[config.mk]
export PLATFORM = sky130hd
export DESIGN_NAME = dbg_entry_ctrl
export DESIGN_NICKNAME = d
export VERILOG_FILES = /design/src/rtl/dbg_entry_pkg.sv /design/src/rtl/dbg_trig_arb.sv /design/src/rtl/dbg_entry_seq.sv /design/src/rtl/dbg_irq_ctl.sv /design/src/rtl/dbg_clk_gate.sv /design/src/rtl/dbg_entry_ctrl.sv
export SDC_FILE = /design/constraint.sdc
export NUM_CORES = 1
export LEC_CHECK = 0
export BUFFER_PORTS_ARGS = -buffer_cell sky130_fd_sc_hd__buf_2
export CORE_MARGIN = 2
export CORE_UTILIZATION = 45
export CTS_BUF_LIST = sky130_fd_sc_hd__clkbuf_8
export DETAILED_ROUTE_END_ITERATION = 6
export PLACE_DENSITY = 0.82
export SLEW_MARGIN = 20
export SYNTH_ARGS = -nofsm -noshare
export SYNTH_HDL_FRONTEND = slang
export SYNTH_HIERARCHICAL = 1
export SYNTH_SLANG_ARGS = --single-unit
[constraint.sdc]
create_clock -name clk -period 2.3 [get_ports clk]
set_clock_uncertainty 0.2 [all_clocks]
set_input_delay 0.23 -clock clk [delete_from_list [all_inputs] [get_ports clk]]
set_output_delay 0.23 -clock clk [all_outputs]
set_load 0.005 [all_outputs]
[src/rtl/dbg_entry_pkg.sv]
package dbg_entry_pkg;
   localparam int NSTEP    = 5;
   localparam int ST_FETCH = 0;
   localparam int ST_PUSH  = 1;
   localparam int ST_VEC   = 2;
   localparam int ST_IGE   = 3;
   localparam int ST_HALT  = 4;
   typedef logic [NSTEP-1:0] step_t;
endpackage

[src/rtl/dbg_trig_arb.sv]
module dbg_trig_arb (
   input  logic host_req,
   input  logic bkpt,
   input  logic idle,
   output logic start
);
   // both sources merge into a single start; one entry however many fire
   assign start = idle & (host_req | bkpt);
endmodule

[src/rtl/dbg_entry_seq.sv]
module dbg_entry_seq
   import dbg_entry_pkg::*;
#(
   parameter int          AW      = 16,
   parameter logic [AW-1:0] DBG_VEC = AW'(16'h8010)
) (
   input  logic          clk,
   input  logic          rst_n,
   input  logic          start,
   input  logic          resume,
   input  logic [AW-1:0] pc_next,
   output logic          idle,
   output logic          fetch_block,
   output logic          stk_push,
   output logic [AW-1:0] stk_wdata,
   output logic          ip_load,
   output logic [AW-1:0] ip_value,
   output logic          ige_clr,
   output logic          halt
);
   step_t         step_q, step_d;
   logic [AW-1:0] ret_q;

   always_comb begin
      step_d = step_q;
      if (step_q == '0) begin
         if (start) step_d = step_t'(1) << ST_FETCH;
      end else if (step_q[ST_HALT]) begin
         if (resume) step_d = '0;
      end else begin
         step_d = step_q << 1;
      end
   end

   always_ff @(posedge clk or negedge rst_n) begin
      if (!rst_n) begin
         step_q <= '0;
         ret_q  <= '0;
      end else begin
         step_q <= step_d;
         if (start) ret_q <= pc_next;
      end
   end

   assign idle        = (step_q == '0);
   assign fetch_block = step_q[ST_FETCH];
   assign stk_push    = step_q[ST_PUSH];
   assign stk_wdata   = step_q[ST_PUSH] ? ret_q : '0;
   assign ip_load     = step_q[ST_VEC];
   assign ip_value    = step_q[ST_VEC] ? DBG_VEC : '0;
   assign ige_clr     = step_q[ST_IGE];
   assign halt        = step_q[ST_HALT];
endmodule

[src/rtl/dbg_irq_ctl.sv]
module dbg_irq_ctl (
   input  logic clk,
   input  logic rst_n,
   input  logic clr,
   input  logic wr,
   input  logic wdata,
   input  logic active,
   input  logic irq_req,
   output logic ige,
   output logic irq_grant
);
   logic ige_q;
   always_ff @(posedge clk or negedge rst_n) begin
      if (!rst_n)   ige_q <= 1'b0;
      else if (clr) ige_q <= 1'b0;
      else if (wr)  ige_q <= wdata;
   end
   assign ige       = ige_q;
   assign irq_grant = irq_req & ige_q & ~active;
endmodule

[src/rtl/dbg_clk_gate.sv]
module dbg_clk_gate #(
   parameter int NUM_TIMERS = 4
) (
   input  logic                  active,
   output logic [NUM_TIMERS-1:0] tmr_en,
   output logic                  wdt_en
);
   for (genvar i = 0; i < NUM_TIMERS; i++) begin : g_tmr
      assign tmr_en[i] = ~active;
   end
   assign wdt_en = ~active;
endmodule

[src/rtl/dbg_entry_ctrl.sv]
module dbg_entry_ctrl #(
   parameter int            AW         = 16,
   parameter int            NUM_TIMERS = 4,
   parameter logic [AW-1:0] DBG_VEC    = AW'(16'h8010)
) (
   input  logic                  clk,
   input  logic                  rst_n,
   input  logic                  host_dbg_req,
   input  logic                  bkpt_hit,
   input  logic                  resume,
   input  logic [AW-1:0]         pc_next,
   input  logic                  ige_wr,
   input  logic                  ige_wdata,
   input  logic                  irq_req,
   output logic                  debug_active,
   output logic                  fetch_block,
   output logic                  stk_push,
   output logic [AW-1:0]         stk_wdata,
   output logic                  ip_load,
   output logic [AW-1:0]         ip_value,
   output logic                  ige_clr,
   output logic                  ige,
   output logic                  irq_grant,
   output logic                  halt,
   output logic [NUM_TIMERS-1:0] tmr_clk_en,
   output logic                  wdt_clk_en
);
   if (AW < 8)         $error("AW must be at least 8");
   if (NUM_TIMERS < 1) $error("NUM_TIMERS must be at least 1");

   logic idle, start;

   dbg_trig_arb u_arb (
      .host_req(host_dbg_req), .bkpt(bkpt_hit), .idle(idle), .start(start)
   );

   dbg_entry_seq #(.AW(AW), .DBG_VEC(DBG_VEC)) u_seq (
      .clk(clk), .rst_n(rst_n), .start(start), .resume(resume),
      .pc_next(pc_next), .idle(idle), .fetch_block(fetch_block),
      .stk_push(stk_push), .stk_wdata(stk_wdata), .ip_load(ip_load),
      .ip_value(ip_value), .ige_clr(ige_clr), .halt(halt)
   );

   assign debug_active = ~idle;

   dbg_irq_ctl u_irq (
      .clk(clk), .rst_n(rst_n), .clr(ige_clr), .wr(ige_wr), .wdata(ige_wdata),
      .active(debug_active), .irq_req(irq_req), .ige(ige), .irq_grant(irq_grant)
   );

   dbg_clk_gate #(.NUM_TIMERS(NUM_TIMERS)) u_gate (
      .active(debug_active), .tmr_en(tmr_clk_en), .wdt_en(wdt_clk_en)
   );
endmodule

Yosys cells after proc, flatten, opt, wreduce, memory -nomap -nowiden
Index checks and enable logic that the tools add are counted.
{"block": "classes", "n_bitwise": 5, "eq_ne": 2, "n_mux": 8, "reduce_logical": 3}
{"operator": "$mux W16", "n": 2}
{"operator": "$mux W5", "n": 4}
{"operator": "$logic_not A5 Y1", "n": 1}
{"operator": "$and A1 B1 Y1", "n": 3}
{"operator": "$ne A3 B3 Y1 const B", "n": 1}
{"operator": "$mux W1", "n": 2}
{"operator": "$ne A2 B1 Y1 const B", "n": 1}
{"operator": "$reduce_and A2 Y1", "n": 1}
{"operator": "$reduce_bool A2 Y1", "n": 1}
{"operator": "$not A1 Y1", "n": 1}
{"operator": "$or A1 B1 Y1", "n": 1}
{"block": "word_totals", "word_cells": 22, "output_inout_bits": 45, "inputBits": 24, "regBits": 22}

Depth between registers and ports, before layout
{"block": "depth", "ltp_word": 4, "mapped_depth": 7, "depth_no_buf": 5}

Cells and area by module
Netlist, hierarchy kept.
{"mod": "dbg_entry_seq", "instances": 1, "area_per_inst_um2": 1089.8, "cells_each": 89, "seq_area_each_um2": 525.5}
{"mod": "dbg_irq_ctl", "instances": 1, "area_per_inst_um2": 46.3, "cells_each": 5, "seq_area_each_um2": 25.0}
{"mod": "dbg_clk_gate", "instances": 1, "area_per_inst_um2": 33.8, "cells_each": 5, "seq_area_each_um2": 0.0}
{"mod": "dbg_trig_arb", "instances": 1, "area_per_inst_um2": 7.5, "cells_each": 1, "seq_area_each_um2": 0.0}
{"mod": "dbg_entry_ctrl", "instances": 1, "area_per_inst_um2": 3.8, "cells_each": 1, "seq_area_each_um2": 0.0}

Worst setup path after synthesis
Ideal clock, no wire load.
{"block": "synth_path", "kind": "flip-flop to flip-flop", "start": "register u_seq.step_q[4]", "end": "register u_seq.ret_q[0]", "setup_time_ns": 0.125, "t_arrival_ns": 1.571, "path_stages_with_launch": 8, "synth_period_minus_slack_ns": 1.896, "path_slack_ns": 0.404, "required_time_ns": 1.975, "path_buffers": 3, "cell_sequence": "dfrtp_1 > buf_2 > nor2_1 > and4_1 > o21a_1 > buf_6 > buf_12 > mux2_4"}
{"block": "synth_via", "elab_chain_len": 2}
{"element": "from (decl)", "line": "dbg_entry_seq.sv:21", "text": "step_t step_q, step_d;"}
{"element": "from (signal assigned)", "line": "dbg_entry_seq.sv:40", "text": "step_q <= step_d;"}
{"element": "$logic_not A5 Y1", "line": "dbg_entry_seq.sv:45", "text": "assign idle = (step_q == '0);"}
{"element": "net idle", "line": "dbg_entry_ctrl.sv:31", "text": "logic idle, start;"}
{"element": "$and A1 B1 Y1", "line": "dbg_trig_arb.sv:8", "text": "assign start = idle & (host_req | bkpt);"}
{"element": "net start", "line": "dbg_entry_ctrl.sv:31"}
{"element": "to (signal assigned)", "line": "dbg_entry_seq.sv:41", "text": "if (start) ret_q <= pc_next;"}
{"element": "to (decl)", "line": "dbg_entry_seq.sv:22", "text": "logic [AW-1:0] ret_q;"}
The timed path passes the listed nets, and every way through them passes these cells.
A chain may end at the register's enable or synchronous reset.

Worst setup path after layout
{"block": "layout_path", "start": "register u_seq.step_q[4]", "end": "register u_seq.ret_q[13]"}
Same word-level chain as after synthesis.

==> impl_summary.md <==
Critical path
The reg-to-reg setup timing slack is 0.20 ns. The stage delay of the slowest cell on the critical path is 0.47 ns. Of all nets on the critical path, the largest fanout is 13.

The worst setup path is of the flop to flop kind. The startpoint identified for the worst register-to-register timing path is u_seq/step_q[4]. Walking the worst path, the cells encountered are nor2_1, and4_1, o21a_1, buf_12, mux2_2. The critical-path cell with the highest stage delay is dfrtp_1. The worst setup path is captured at a flop.

The startpoint class of the critical path is a flop. The start point of the critical path is u_seq/step_q[4]. The top cell family by delay on the critical path is simple AND/OR/NAND/NOR gates. The buffers plus inverters on the worst setup path is 1. The required time at the endpoint of the critical path is 2.24 ns. Data arrives at the worst endpoint at 2.04 ns.

Floorplan
The die covers 0.00305 sq mm. The count of standard-cell rows is 18. The width of the die is 55.2 um. The total core area is 0.00248 sq mm. During I/O placement, the number of pins put on the boundary was 69. The vertical die dimension is 55.2 um.

The initial standard-cell utilization of the core is 47.7%.

Logic synthesis
In the post-synthesis netlist, the biggest area contributors are dfrtp_1 47%, buf_4 13%, mux2_4 13%. Summed over its instances, the top area cell type makes up 46.6% of the synthesized netlist area. The synthesized netlist cell count is 101. The synthesized area divided by synthesized cell count is 11.7 sq um. The post-synthesis cell type with the largest combined area is dfrtp_1. The synthesized flop and latch total is 22. For this run, the number of Yosys warnings is 6. The synthesized netlist occupies a cell area of 0.00118 sq mm. The count of cell types in the netlist is 19. Sequential elements use 46.6% of the synthesized area.

Global route
The remaining global-route overflow is 0. In the global route stage, overall resource usage came out at 15.5%. The first global-routing pass estimated 3.74 mm of wire. Entering global routing, the biggest net connects 23 pins. The number of global-route vias before repair is 851. The initial antenna violation count is 0.

Status
The flow ran to the end, and the final reports show no timing, DRC or antenna violations.

Power
Per report_power, the sequential group accounts for 36.4% of the total. The share of total power dissipated in the clock network is 14.1%. Power comes to 1.89 mW. The analysis attributes to net switching a power of 602 uW. Combinational logic is responsible for 49.5% of the overall power. The internal power is 1.29 mW.

The leakage component of the power is 0.836 nW. The switching portion of total power is 31.8%. IR analysis of the VDD net gives a maximum drop of 0.756 mV.

In this run the power density over the cells is 1250 mW/mm^2.

Timing
The worst path meets setup with 0.204 ns of slack. The worst path needs 2.10 ns of the cycle, external delays included. The count of endpoints failing hold in the final timing report is 0.

After layout, the worst path uses 91.1% of the clock period. The total count of max-transition violations in the final report is 0. Derived from the worst setup path, the maximum achievable clock frequency is 0.477 GHz. Setup repair after global routing left no endpoint under its margin. The number of setup violations in the final report is 0. After routing, the total negative slack on setup checks comes to 0 ns.

Drt
The first detailed-routing pass ran for 4 iterations. Once detail routing completed, the nets flagged for antenna violations numbered 0. The ratio of routed vias to standard cells is 4.53. In the final routed layout, each cell accounts on average for 12.1 um.

The aggregate routed wire length is 2.28 mm. The via total after detailed routing is 856. The count of unresolved DRC violations after routing is 0.

The detailed router finished its first iteration with 5 violations.

Clock network
In this run, post-CTS repair resized a total of 0 instances. The tree is rooted in a clkbuf_8. In this run, CTS created clock tree buffers numbering 3. After clock tree synthesis, the clock-pin slew on the worst setup and hold paths is 0.07 ns. The number of buffers inserted to repair setup after CTS is 0.

The clock insertion delay at the later pin of the skew report is 0.25 ns. The number of sinks driven by the clock tree is 22. TritonCTS built the clock tree. CTS built an H-tree with a depth of 1. Counting along the longest clock path gives a buffer depth of 2. Buffers inserted to repair hold after CTS numbered 8.

Finish
The ratio of cells with drive above 1 in the final layout is 47.8%. The number of antenna cells inserted is 0. The net count of the finished layout is 184.

The number of fill cells in the layout is 209. Relative to the synthesized area, the layout overhead comes to 28.6%.

Placement
At the end of routability-driven placement, the weighted congestion stood at 0.743. The estimated wirelength of the detail-placed design is 1.64 mm. Input and output buffers added on the ports amount to 54. At the placement stage, the worst setup path has a slack of 0.207 ns.

Worst hold path
The path class of the tightest hold or removal check is input pin to flop. The startpoint identified for the worst hold timing path is pc_next[10].

Job
The total of max-cap violations is 0.
==> registers in the layout (all words and copies together), names as in the netlist <==
name / count
u_irq/ige: 1
u_seq/step_q: 5
u_seq/ret_q: 16
==> kinds of logic after synthesis <==
family / Yosys count / share of synthesized area (%)
buffers and inverters: 30 / 18.1
AND/OR/NAND/NOR: 25 / 12.2
flip-flops: 22 / 46.6
multiplexers: 17 / 19.3
AO/OA/AOI/OAI: 6 / 3.50
other: 1 / 0.317
==> power groups by stage <==
stage	Sequential, mW	Combinational (mW)	Clock, mW
finish	0.689	0.936	0.267
global route	0.720	1.02	0.293
CTS	0.691	0.950	0.277
detailed placement	0.689	0.945	0
global placement	0.687	0.902	0
floorplan	0.662	0.789	0
==> placed cells by master (no fill, tap or decap) <==
cell / instances
clkbuf_8: 4
buf_4: 1
and2_1: 16
dfrtp_1: 22
o22ai_1: 3
o21a_1: 1
a32o_1: 1
conb_1: 14
mux2_4: 10
a21oi_1: 1
mux2i_1: 1
nand2_1: 4
nor2_1: 3
and4_1: 1
mux2_2: 6
buf_2: 54
inv_1: 6
dlygate4sd3_1: 9
nor4b_1: 1
buf_12: 1
==> cells in the mapped netlist (all sizes together) <==
cell and count:
buf 24, dfrtp 22, and2 16, mux2 16
inv 6, nand2 4, nor2 3, o22ai 3
a21oi 1, a32o 1, and4 1, conb 1
mux2i 1, nor4b 1, o21a 1
==> final cells by class <==
cell class / instances / area, sq um / share of cell area, %
multi-input combinational: 62 / 465 / 30.6
timing repair buffer: 65 / 388 / 25.5
inverter: 6 / 22.5 / 1.48
tap: 30 / 37.5 / 2.47
sequential: 22 / 551 / 36.2
clock buffer: 4 / 55.1 / 3.62
==> path summary, 6_finish.rpt <==
| check | to | cells after the start |
|---|---|---|
| setup reg to reg | u_seq/ret_q[13] | 5 |
| min in group asynchronous | u_seq/ret_q[4] | 2 |
| setup / recovery | u_seq/ret_q[13] | 5 |
| hold reg to reg | u_irq/ige | 1 |
| hold / removal | u_seq/ret_q[10] | 2 |
| max in group asynchronous | u_seq/ret_q[12] | 2 |
==> layer usage <==
metal / vias up / GRT usage, % / wire length (um)
met1: 398 / 17.8 / 908
met2: 48 / 27.7 / 1160
met4: 0 / 5.23 / 11
li1: 408 / - / -
met5: - / 0 / 0
met3: 2 / 3.98 / 193
==> per-stage QoR <==
step                      instances  instance area, sq um  hold WS [ns]  utilization (%)
final                           189                  1520       0.00640             61.3
after global routing            189                  1520       0.00291             61.3
after CTS                       188                  1510      0.000527             60.9
after detailed placement        176                  1370        0.0173             55.5
after global placement          176                  1370       0.00275             55.5
after floorplan                 114                  1230        -0.266                -
Power figures use the tool's default switching activity.
